<file path="config.mk">
export PLATFORM = sky130hd
export DESIGN_NAME = irq_moderator
export DESIGN_NICKNAME = d
export VERILOG_FILES = /design/src/rtl/irq_mod_pkg.sv /design/src/rtl/irq_delay_timer.sv /design/src/rtl/irq_throttle.sv /design/src/rtl/irq_cause_reg.sv /design/src/rtl/irq_moderator.sv
export SDC_FILE = /design/constraint.sdc
export NUM_CORES = 2
export LEC_CHECK = 0
export ABC_CLOCK_PERIOD_IN_PS = 4200
export BUFFER_PORTS_ARGS = -buffer_cell sky130_fd_sc_hd__clkbuf_2
export CORE_AREA = 10 10 255 257
export DETAILED_ROUTE_END_ITERATION = 12
export DIE_AREA = 0 0 265 267
export PLACE_DENSITY_LB_ADDON = 0.25
export SLEW_MARGIN = 5
export SYNTH_ARGS = -nofsm -noshare
export SYNTH_HDL_FRONTEND = slang
export SYNTH_SLANG_ARGS = --single-unit
</file>
<file path="constraint.sdc">
create_clock -name clk_i -period 4.2 [get_ports clk_i]
set_clock_uncertainty 0.15 [all_clocks]
set_input_delay 0.42 -clock clk_i [delete_from_list [all_inputs] [get_ports clk_i]]
set_output_delay 0.42 -clock clk_i [all_outputs]
set_load 0.1 [all_outputs]
</file>
<file path="src/rtl/irq_mod_pkg.sv">
package irq_mod_pkg;
  localparam logic [2:0] REG_MASK_SET = 3'd0;
  localparam logic [2:0] REG_MASK_CLR = 3'd1;
  localparam logic [2:0] REG_THROTTLE = 3'd2;
  localparam logic [2:0] REG_RX_DLY   = 3'd3;
  localparam logic [2:0] REG_RX_ABS   = 3'd4;
  localparam logic [2:0] REG_TX_DLY   = 3'd5;
  localparam logic [2:0] REG_TX_ABS   = 3'd6;
  localparam int NUM_TIMERS = 4;
endpackage

</file>
<file path="src/rtl/irq_delay_timer.sv">
module irq_delay_timer #(
  parameter int TIMER_W  = 16,
  parameter int TICK_DIV = 205,
  parameter bit RESTART  = 1'b1
) (
  input  logic               clk_i,
  input  logic               rst_ni,
  input  logic               load_i,
  input  logic [TIMER_W-1:0] val_i,
  input  logic               event_i,
  output logic               expire_o
);
  localparam int CW = TIMER_W + $clog2(TICK_DIV + 1);

  logic [TIMER_W-1:0] val_q;
  logic [CW-1:0]      cnt_q;
  logic               run_q, expire_q;

  always_ff @(posedge clk_i or negedge rst_ni) begin
    if (!rst_ni) begin
      val_q    <= '0;
      cnt_q    <= '0;
      run_q    <= 1'b0;
      expire_q <= 1'b0;
    end else begin
      expire_q <= 1'b0;
      if (load_i) begin
        val_q <= val_i;
        if (run_q) begin
          cnt_q <= CW'(val_i) * CW'(TICK_DIV);
          run_q <= (val_i != '0);
        end
      end else if (event_i && val_q != '0 && (RESTART || !run_q)) begin
        cnt_q <= CW'(val_q) * CW'(TICK_DIV);
        run_q <= 1'b1;
      end else if (run_q) begin
        if (cnt_q == CW'(1)) begin
          cnt_q    <= '0;
          run_q    <= 1'b0;
          expire_q <= 1'b1;
        end else begin
          cnt_q <= cnt_q - CW'(1);
        end
      end
    end
  end

  assign expire_o = expire_q;

  p_zero_never_fires_r12: assert property (@(posedge clk_i) disable iff (!rst_ni)
    (val_q == '0 && !run_q && !load_i) |=> !expire_q);
  p_single_pulse_r8: assert property (@(posedge clk_i) disable iff (!rst_ni)
    expire_q |=> !expire_q);
endmodule

</file>
<file path="src/rtl/irq_throttle.sv">
module irq_throttle #(
  parameter int TIMER_W  = 16,
  parameter int TICK_DIV = 205
) (
  input  logic               clk_i,
  input  logic               rst_ni,
  input  logic               load_i,
  input  logic [TIMER_W-1:0] val_i,
  input  logic               rise_i,
  output logic               idle_o
);
  localparam int CW = TIMER_W + $clog2(TICK_DIV + 1);

  logic [TIMER_W-1:0] val_q;
  logic [CW-1:0]      cnt_q;

  always_ff @(posedge clk_i or negedge rst_ni) begin
    if (!rst_ni) begin
      val_q <= '0;
      cnt_q <= '0;
    end else if (load_i) begin
      val_q <= val_i;
      if (cnt_q != '0) cnt_q <= CW'(val_i) * CW'(TICK_DIV);
    end else if (rise_i) begin
      cnt_q <= CW'(val_q) * CW'(TICK_DIV);
    end else if (cnt_q != '0) begin
      cnt_q <= cnt_q - CW'(1);
    end
  end

  assign idle_o = (cnt_q == '0);

  p_reload_on_rise_r7: assert property (@(posedge clk_i) disable iff (!rst_ni)
    (rise_i && !load_i && val_q != '0) |=> !idle_o);
endmodule

</file>
<file path="src/rtl/irq_cause_reg.sv">
module irq_cause_reg #(
  parameter int NUM_CAUSES = 16
) (
  input  logic                  clk_i,
  input  logic                  rst_ni,
  input  logic [NUM_CAUSES-1:0] post_i,
  input  logic [NUM_CAUSES-1:0] imm_i,
  input  logic                  rd_i,
  input  logic                  mask_set_i,
  input  logic                  mask_clr_i,
  input  logic [NUM_CAUSES-1:0] mask_data_i,
  input  logic                  thr_idle_i,
  output logic [NUM_CAUSES-1:0] pend_o,
  output logic                  line_o,
  output logic                  rise_o
);
  logic [NUM_CAUSES-1:0] pend_q, pend_nxt, mask_q, mask_nxt;
  logic line_q, line_nxt, any_en, imm_hit;

  always_comb begin
    mask_nxt = mask_q;
    if (mask_set_i) mask_nxt = mask_nxt | mask_data_i;
    if (mask_clr_i) mask_nxt = mask_nxt & ~mask_data_i;
    pend_nxt = (rd_i ? '0 : pend_q) | post_i | imm_i;
    any_en   = |(pend_nxt & mask_nxt);
    imm_hit  = |(imm_i & mask_nxt);
    // ordinary causes wait for the throttle; immediates and mask writes do not
    line_nxt = any_en & (line_q | imm_hit | mask_set_i | mask_clr_i | thr_idle_i);
  end

  always_ff @(posedge clk_i or negedge rst_ni) begin
    if (!rst_ni) begin
      pend_q <= '0;
      mask_q <= '0;
      line_q <= 1'b0;
    end else begin
      pend_q <= pend_nxt;
      mask_q <= mask_nxt;
      line_q <= line_nxt;
    end
  end

  assign pend_o = pend_q;
  assign line_o = line_q;
  assign rise_o = line_nxt & ~line_q;

  p_line_needs_enabled_r3: assert property (@(posedge clk_i) disable iff (!rst_ni)
    line_q |-> |(pend_q & mask_q));
  p_post_sets_pending_r2: assert property (@(posedge clk_i) disable iff (!rst_ni)
    (|post_i) |=> ((pend_q & $past(post_i)) == $past(post_i)));
  p_read_clears_r5: assert property (@(posedge clk_i) disable iff (!rst_ni)
    (rd_i && post_i == '0 && imm_i == '0) |=> (pend_q == '0 && !line_q));
  p_hold_throttled_r7: assert property (@(posedge clk_i) disable iff (!rst_ni)
    (!line_q && !thr_idle_i && (imm_i & mask_q) == '0 && !mask_set_i && !mask_clr_i)
      |=> !line_q);
endmodule

</file>
<file path="src/rtl/irq_moderator.sv">
module irq_moderator
  import irq_mod_pkg::*;
#(
  parameter int NUM_CAUSES = 16,
  parameter int TIMER_W    = 16,
  parameter int DATA_W     = 16,
  parameter int TICK_DIV   = 205,
  parameter int RX_BIT     = 4,
  parameter int TX_BIT     = 0
) (
  input  logic                  clk_i,
  input  logic                  rst_ni,
  input  logic                  wr_en_i,
  input  logic [2:0]            wr_addr_i,
  input  logic [DATA_W-1:0]     wr_data_i,
  input  logic [NUM_CAUSES-1:0] cause_i,
  input  logic                  rx_pkt_i,
  input  logic                  tx_desc_i,
  input  logic                  rd_cause_i,
  output logic [NUM_CAUSES-1:0] cause_o,
  output logic                  irq_o
);
  logic [NUM_TIMERS-1:0] tmr_exp;
  logic [NUM_CAUSES-1:0] imm_post;
  logic thr_idle, line_rise;

  generate
    for (genvar g = 0; g < NUM_TIMERS; g++) begin : g_tmr
      localparam logic [2:0] ADDR = 3'(int'(REG_RX_DLY) + g);
      localparam bit IS_DELAY = (g % 2 == 0);
      logic ev;
      if (g < 2) begin : g_rx
        assign ev = rx_pkt_i;
      end else begin : g_tx
        assign ev = tx_desc_i;
      end
      irq_delay_timer #(
        .TIMER_W (TIMER_W),
        .TICK_DIV(TICK_DIV),
        .RESTART (IS_DELAY)
      ) u_tmr (
        .clk_i   (clk_i),
        .rst_ni  (rst_ni),
        .load_i  (wr_en_i && wr_addr_i == ADDR),
        .val_i   (wr_data_i[TIMER_W-1:0]),
        .event_i (ev),
        .expire_o(tmr_exp[g])
      );
    end
  endgenerate

  always_comb begin
    imm_post         = '0;
    imm_post[RX_BIT] = tmr_exp[0] | tmr_exp[1];
    imm_post[TX_BIT] = imm_post[TX_BIT] | tmr_exp[2] | tmr_exp[3];
  end

  irq_throttle #(
    .TIMER_W (TIMER_W),
    .TICK_DIV(TICK_DIV)
  ) u_thr (
    .clk_i (clk_i),
    .rst_ni(rst_ni),
    .load_i(wr_en_i && wr_addr_i == REG_THROTTLE),
    .val_i (wr_data_i[TIMER_W-1:0]),
    .rise_i(line_rise),
    .idle_o(thr_idle)
  );

  irq_cause_reg #(
    .NUM_CAUSES(NUM_CAUSES)
  ) u_cause (
    .clk_i      (clk_i),
    .rst_ni     (rst_ni),
    .post_i     (cause_i),
    .imm_i      (imm_post),
    .rd_i       (rd_cause_i),
    .mask_set_i (wr_en_i && wr_addr_i == REG_MASK_SET),
    .mask_clr_i (wr_en_i && wr_addr_i == REG_MASK_CLR),
    .mask_data_i(wr_data_i[NUM_CAUSES-1:0]),
    .thr_idle_i (thr_idle),
    .pend_o     (cause_o),
    .line_o     (irq_o),
    .rise_o     (line_rise)
  );

  p_timer_post_bypasses_r11: assert property (@(posedge clk_i) disable iff (!rst_ni)
    (|tmr_exp && !rd_cause_i && !wr_en_i) |=> cause_o[$past(tmr_exp[0] | tmr_exp[1]) ? RX_BIT : TX_BIT]);
endmodule

</file>
==> results.md <==
* Worst Reg-to-Reg Cells at 18
* Clock latency on the worst-skew pair at 610 ps
* Post-Syn Area per Cell at 8.633 um^2
* Reg-to-reg endpoint: g_tmr[3].u_tmr.cnt_q[16]
* CTS H-tree depth at 1
* First-pass GRT wire length at 148000 um
* Max frequency at 220.8 MHz
* TritonCTS clock tree: done
* Num CTS Buffers at 31
* Worst EP arrival at 4910 ps
* Hold depth at 4
* Total grt overflow at 0
* Final ANT Viol Nets at 0
* Die width at 265 um
* Max incr delay on CP at 490 ps
* DP Worst Slack at -931.3 ps
* Number of distinct library cells after synthesis at 82
* Register-to-Register Setup Slack at -330 ps
* GPL Wtd Cong at 0.9401
* Crit path buffers/inverters at 4
* Die Ht at 267 um
* Sequential-to-total area share from yosys stat at 0.2030
* GRT Total Usage at 0.2600
* Setup ws final at -328.6 ps
* Pin count of the biggest net entering global routing at 92
* Most used cell along the critical path: inv_1
* Critical Path Fanout Max at 4
* Min-delay worst type: input port to flop
* Post-synth EDFFs at 0
* Tcrit/Tclk final at 1.078
* CP required at 4580 ps
* Total Wirelength at 95510 um
* Status: finished, violations left
* Filler cells at 4803
* DP Wirelength at 71950 um
* Number of hold violations in the final report at 0
* Layout cells sized above 1 at 0.2821
* Starting Density at 0.4958
* Startpoint Class: flop
* Number of I/O pins at 58
* Via count at 27290
* Die area at 70760 um^2
* Final nets at 4784
* Max Buffers Root-to-Sink at 3
* Pre-antenna DRT Iters at 6
* Crit path cell chain: inv_1, ha_4, xor2_1, ha_1, fa_1, inv_1, fa_1, inv_1, ha_4, nor4_4, a21oi_4, a41oi_4, buf_4, nor2b_2, or4_4, a31oi_4, o22ai_2, nor2_1
* Crit-path slowest cell: fa_1
* Input/output buffers at 57
* Worst hold start: wr_data_i[12]
* Maxcap violations at 0
* Slew Limit Fails at 0
* Vias in the first global route at 27200
* RSZ-0062 raised after global routing: true
* Post-synth ARST share at 1.000
* Site Rows at 90
* RR Startpoint: g_tmr[3].u_tmr.val_q[4]
* Synthesized flop and latch total at 241
* Initial DRC Count at 2229
* Area growth, synth to finish at 32.49%
* Slew margin rel. at 0.2455
* Syn nets at 4167
* Core ar. at 59910 um^2
* Family with the most delay on the worst path: adder cells
* Clock period minus worst slack at 4529 ps
* Yosys synthesis warning count at 0
* Setup CP Type: flop to flop
* Post-route DRC at 0
* Vias per cell at 5.604
* Initial antenna violation count at 6
* WHS Endpoint: g_tmr[2].u_tmr.val_q[12]
* Final setup violation count at 49
* Failing checks: setup timing
* Routed wire per std cell at 19.62 um
* Ys flop type: dfrtp_1
* Worst slew pin tran at 1128 ps
* Post-Synthesis Cells at 3441
* Post-Syn Area at 29700 um^2
* Root buffer selected by CTS: clkbuf_16
* Clock-pin slew on the worst setup and hold paths at 70 ps
* Worst Setup End Kind: flop
* Clock Sinks at 241
synthesized netlist by cell type (9+ instances only):
cell type,count,share of area
inv_1,557,0.070
ha_1,504,0.21
nand2_1,260,0.033
o21ai_0,253,0.043
dfrtp_1,241,0.20
nor2_1,191,0.024
fa_1,181,0.12
a21oi_1,165,0.028
xor2_1,118,0.035
xnor2_1,113,0.033
clkbuf_1,87,0.011
nor3_1,75,0.013
a21o_1,73,0.018
a211oi_1,47,0.012
o22ai_1,37,0.0078
nand3_1,36,0.0061
nor4_1,32,0.0067
o211ai_1,32,0.0081
or3_1,29,0.0061
mux2i_1,27,0.0091
nand4_1,25,0.0053
o311ai_0,24,0.0071
a31oi_1,23,0.0048
and3_1,20,0.0042
o21a_1,20,0.0051
nand2b_1,18,0.0038
nor2b_1,18,0.0038
nor4bb_1,17,0.0057
o31ai_1,15,0.0038
o21ai_1,12,0.0020
o21bai_1,12,0.0030
or4_1,12,0.0030
and2_1,11,0.0023
o221ai_1,11,0.0032
a221oi_1,9,0.0027
and4_1,9,0.0027
metrics by stage:
step / setup TNS, ps / instance area, um^2 / cells / hold slack [ps] / utilization
after floorplan: -16.35 / 30020 / 3441 / -25.59 / -
after global placement: -42270 / 35080 / 4731 / 315.1 / 0.5856
after detailed placement: -45730 / 35080 / 4731 / 321.9 / 0.5856
after CTS: -3869 / 37870 / 4829 / 33.35 / 0.6322
after global routing: -15640 / 39350 / 4865 / 92.40 / 0.6568
final: -7251 / 39360 / 4869 / 44.02 / 0.6570
area by class of cell:
class                           instances  area (um^2)  share of cell area
Clock buffer                           37        838.3             0.02130
Antenna cell                            4        10.01           0.0002543
Inverter                              558         2095             0.05322
Sequential cell                       241         6068              0.1542
Tap cell                              782        978.4             0.02486
Multi-Input combinational cell       2542        23900              0.6073
Clock inverter                         21        207.7            0.005277
Timing Repair Buffer                  684         5259              0.1336
registers in the layout, indices dropped and copies added, names as in the netlist:
register / flops
u_cause.mask_q: 16
g_tmr.u_tmr.run_q: 4
u_thr.val_q: 16
u_thr.cnt_q: 24
g_tmr.u_tmr.val_q: 64
u_cause.line_o: 1
g_tmr.u_tmr.cnt_q: 96
u_cause.pend_o: 16
g_tmr.u_tmr.expire_o: 4
how the worst max path moves through the flow:
| stage | startpoint | to | depth (start not counted) |
|---|---|---|---|
| after floorplan | wr_data_i[5] | g_tmr[2].u_tmr.cnt_q[17] | 17 |
| after global placement | wr_data_i[5] | g_tmr[2].u_tmr.cnt_q[17] | 19 |
| final | g_tmr[3].u_tmr.val_q[4] | g_tmr[3].u_tmr.cnt_q[16] | 18 |
| after global routing | g_tmr[3].u_tmr.val_q[4] | g_tmr[3].u_tmr.cnt_q[16] | 18 |
| after detailed placement | wr_data_i[5] | g_tmr[2].u_tmr.cnt_q[17] | 19 |
| after CTS | g_tmr[2].u_tmr.val_q[2] | g_tmr[2].u_tmr.cnt_q[20] | 19 |
worst register-to-register path: cells and delay by family (launching register included):
family / cells / cell delay (ps)
adders and majority gates: 5 / 1690
buffers and inverters: 4 / 440
xor gates and xnor gates: 1 / 140
AOI/OAI and AO/OA: 4 / 710
DFF: 1 / 450
and+or+nand+nor: 4 / 870
routing by layer:
layer  vias to the layer above  wire length (um)  track usage
met4                         4              3118      0.07579
met2                       838             44780       0.4282
met5                         -                23            0
met3                       166              6173      0.04574
met1                     13240             41410       0.3442
li1                      13030                 -            -
cells by family (layout without fill, tap and decap cells):
logic type | Yosys count | after routing | synth area share
compound gates | 806 | 806 | 0.1705
xor+xnor | 231 | 231 | 0.06811
fa+ha+maj | 685 | 685 | 0.3343
buf+inv | 658 | 1300 | 0.08399
flops | 241 | 241 | 0.2030
mux | 30 | 30 | 0.01024
other cells | 0 | 4 | 0
simple gates | 790 | 790 | 0.1299
what timing repair did:
item / CTS / global route
hold endpoints to repair: 106 / 0
gates cloned: 0 / 0
endpoints found under the setup margin: 60 / 66
hold buffers: 19 / 0
gates resized for setup: 279 / 249
pin swaps: 154 / 226
setup buffers: 25 / 42
cells in the final DEF (no fill, tap or decap), drive strengths merged, types with 12 or more instances in the layout:
master / count
buf: 609
inv: 560
ha: 504
o21ai: 265
nand2: 262
dfrtp: 241
nor2: 191
fa: 181
a21oi: 166
xor2: 118
xnor2: 113
clkbuf: 93
nor3: 77
a21o: 73
a211oi: 47
o22ai: 37
nand3: 36
o211ai: 33
nor4: 33
or3: 29
mux2i: 27
nand4: 26
o311ai: 24
a31oi: 23
o21a: 20
and3: 20
dlygate4sd3: 19
nand2b: 18
nor2b: 18
nor4bb: 17
o31ai: 15
o21bai: 12
or4: 12
Power is not shown: default switching activity piles up to over one toggle a cycle in this logic, so the estimate is an artifact.
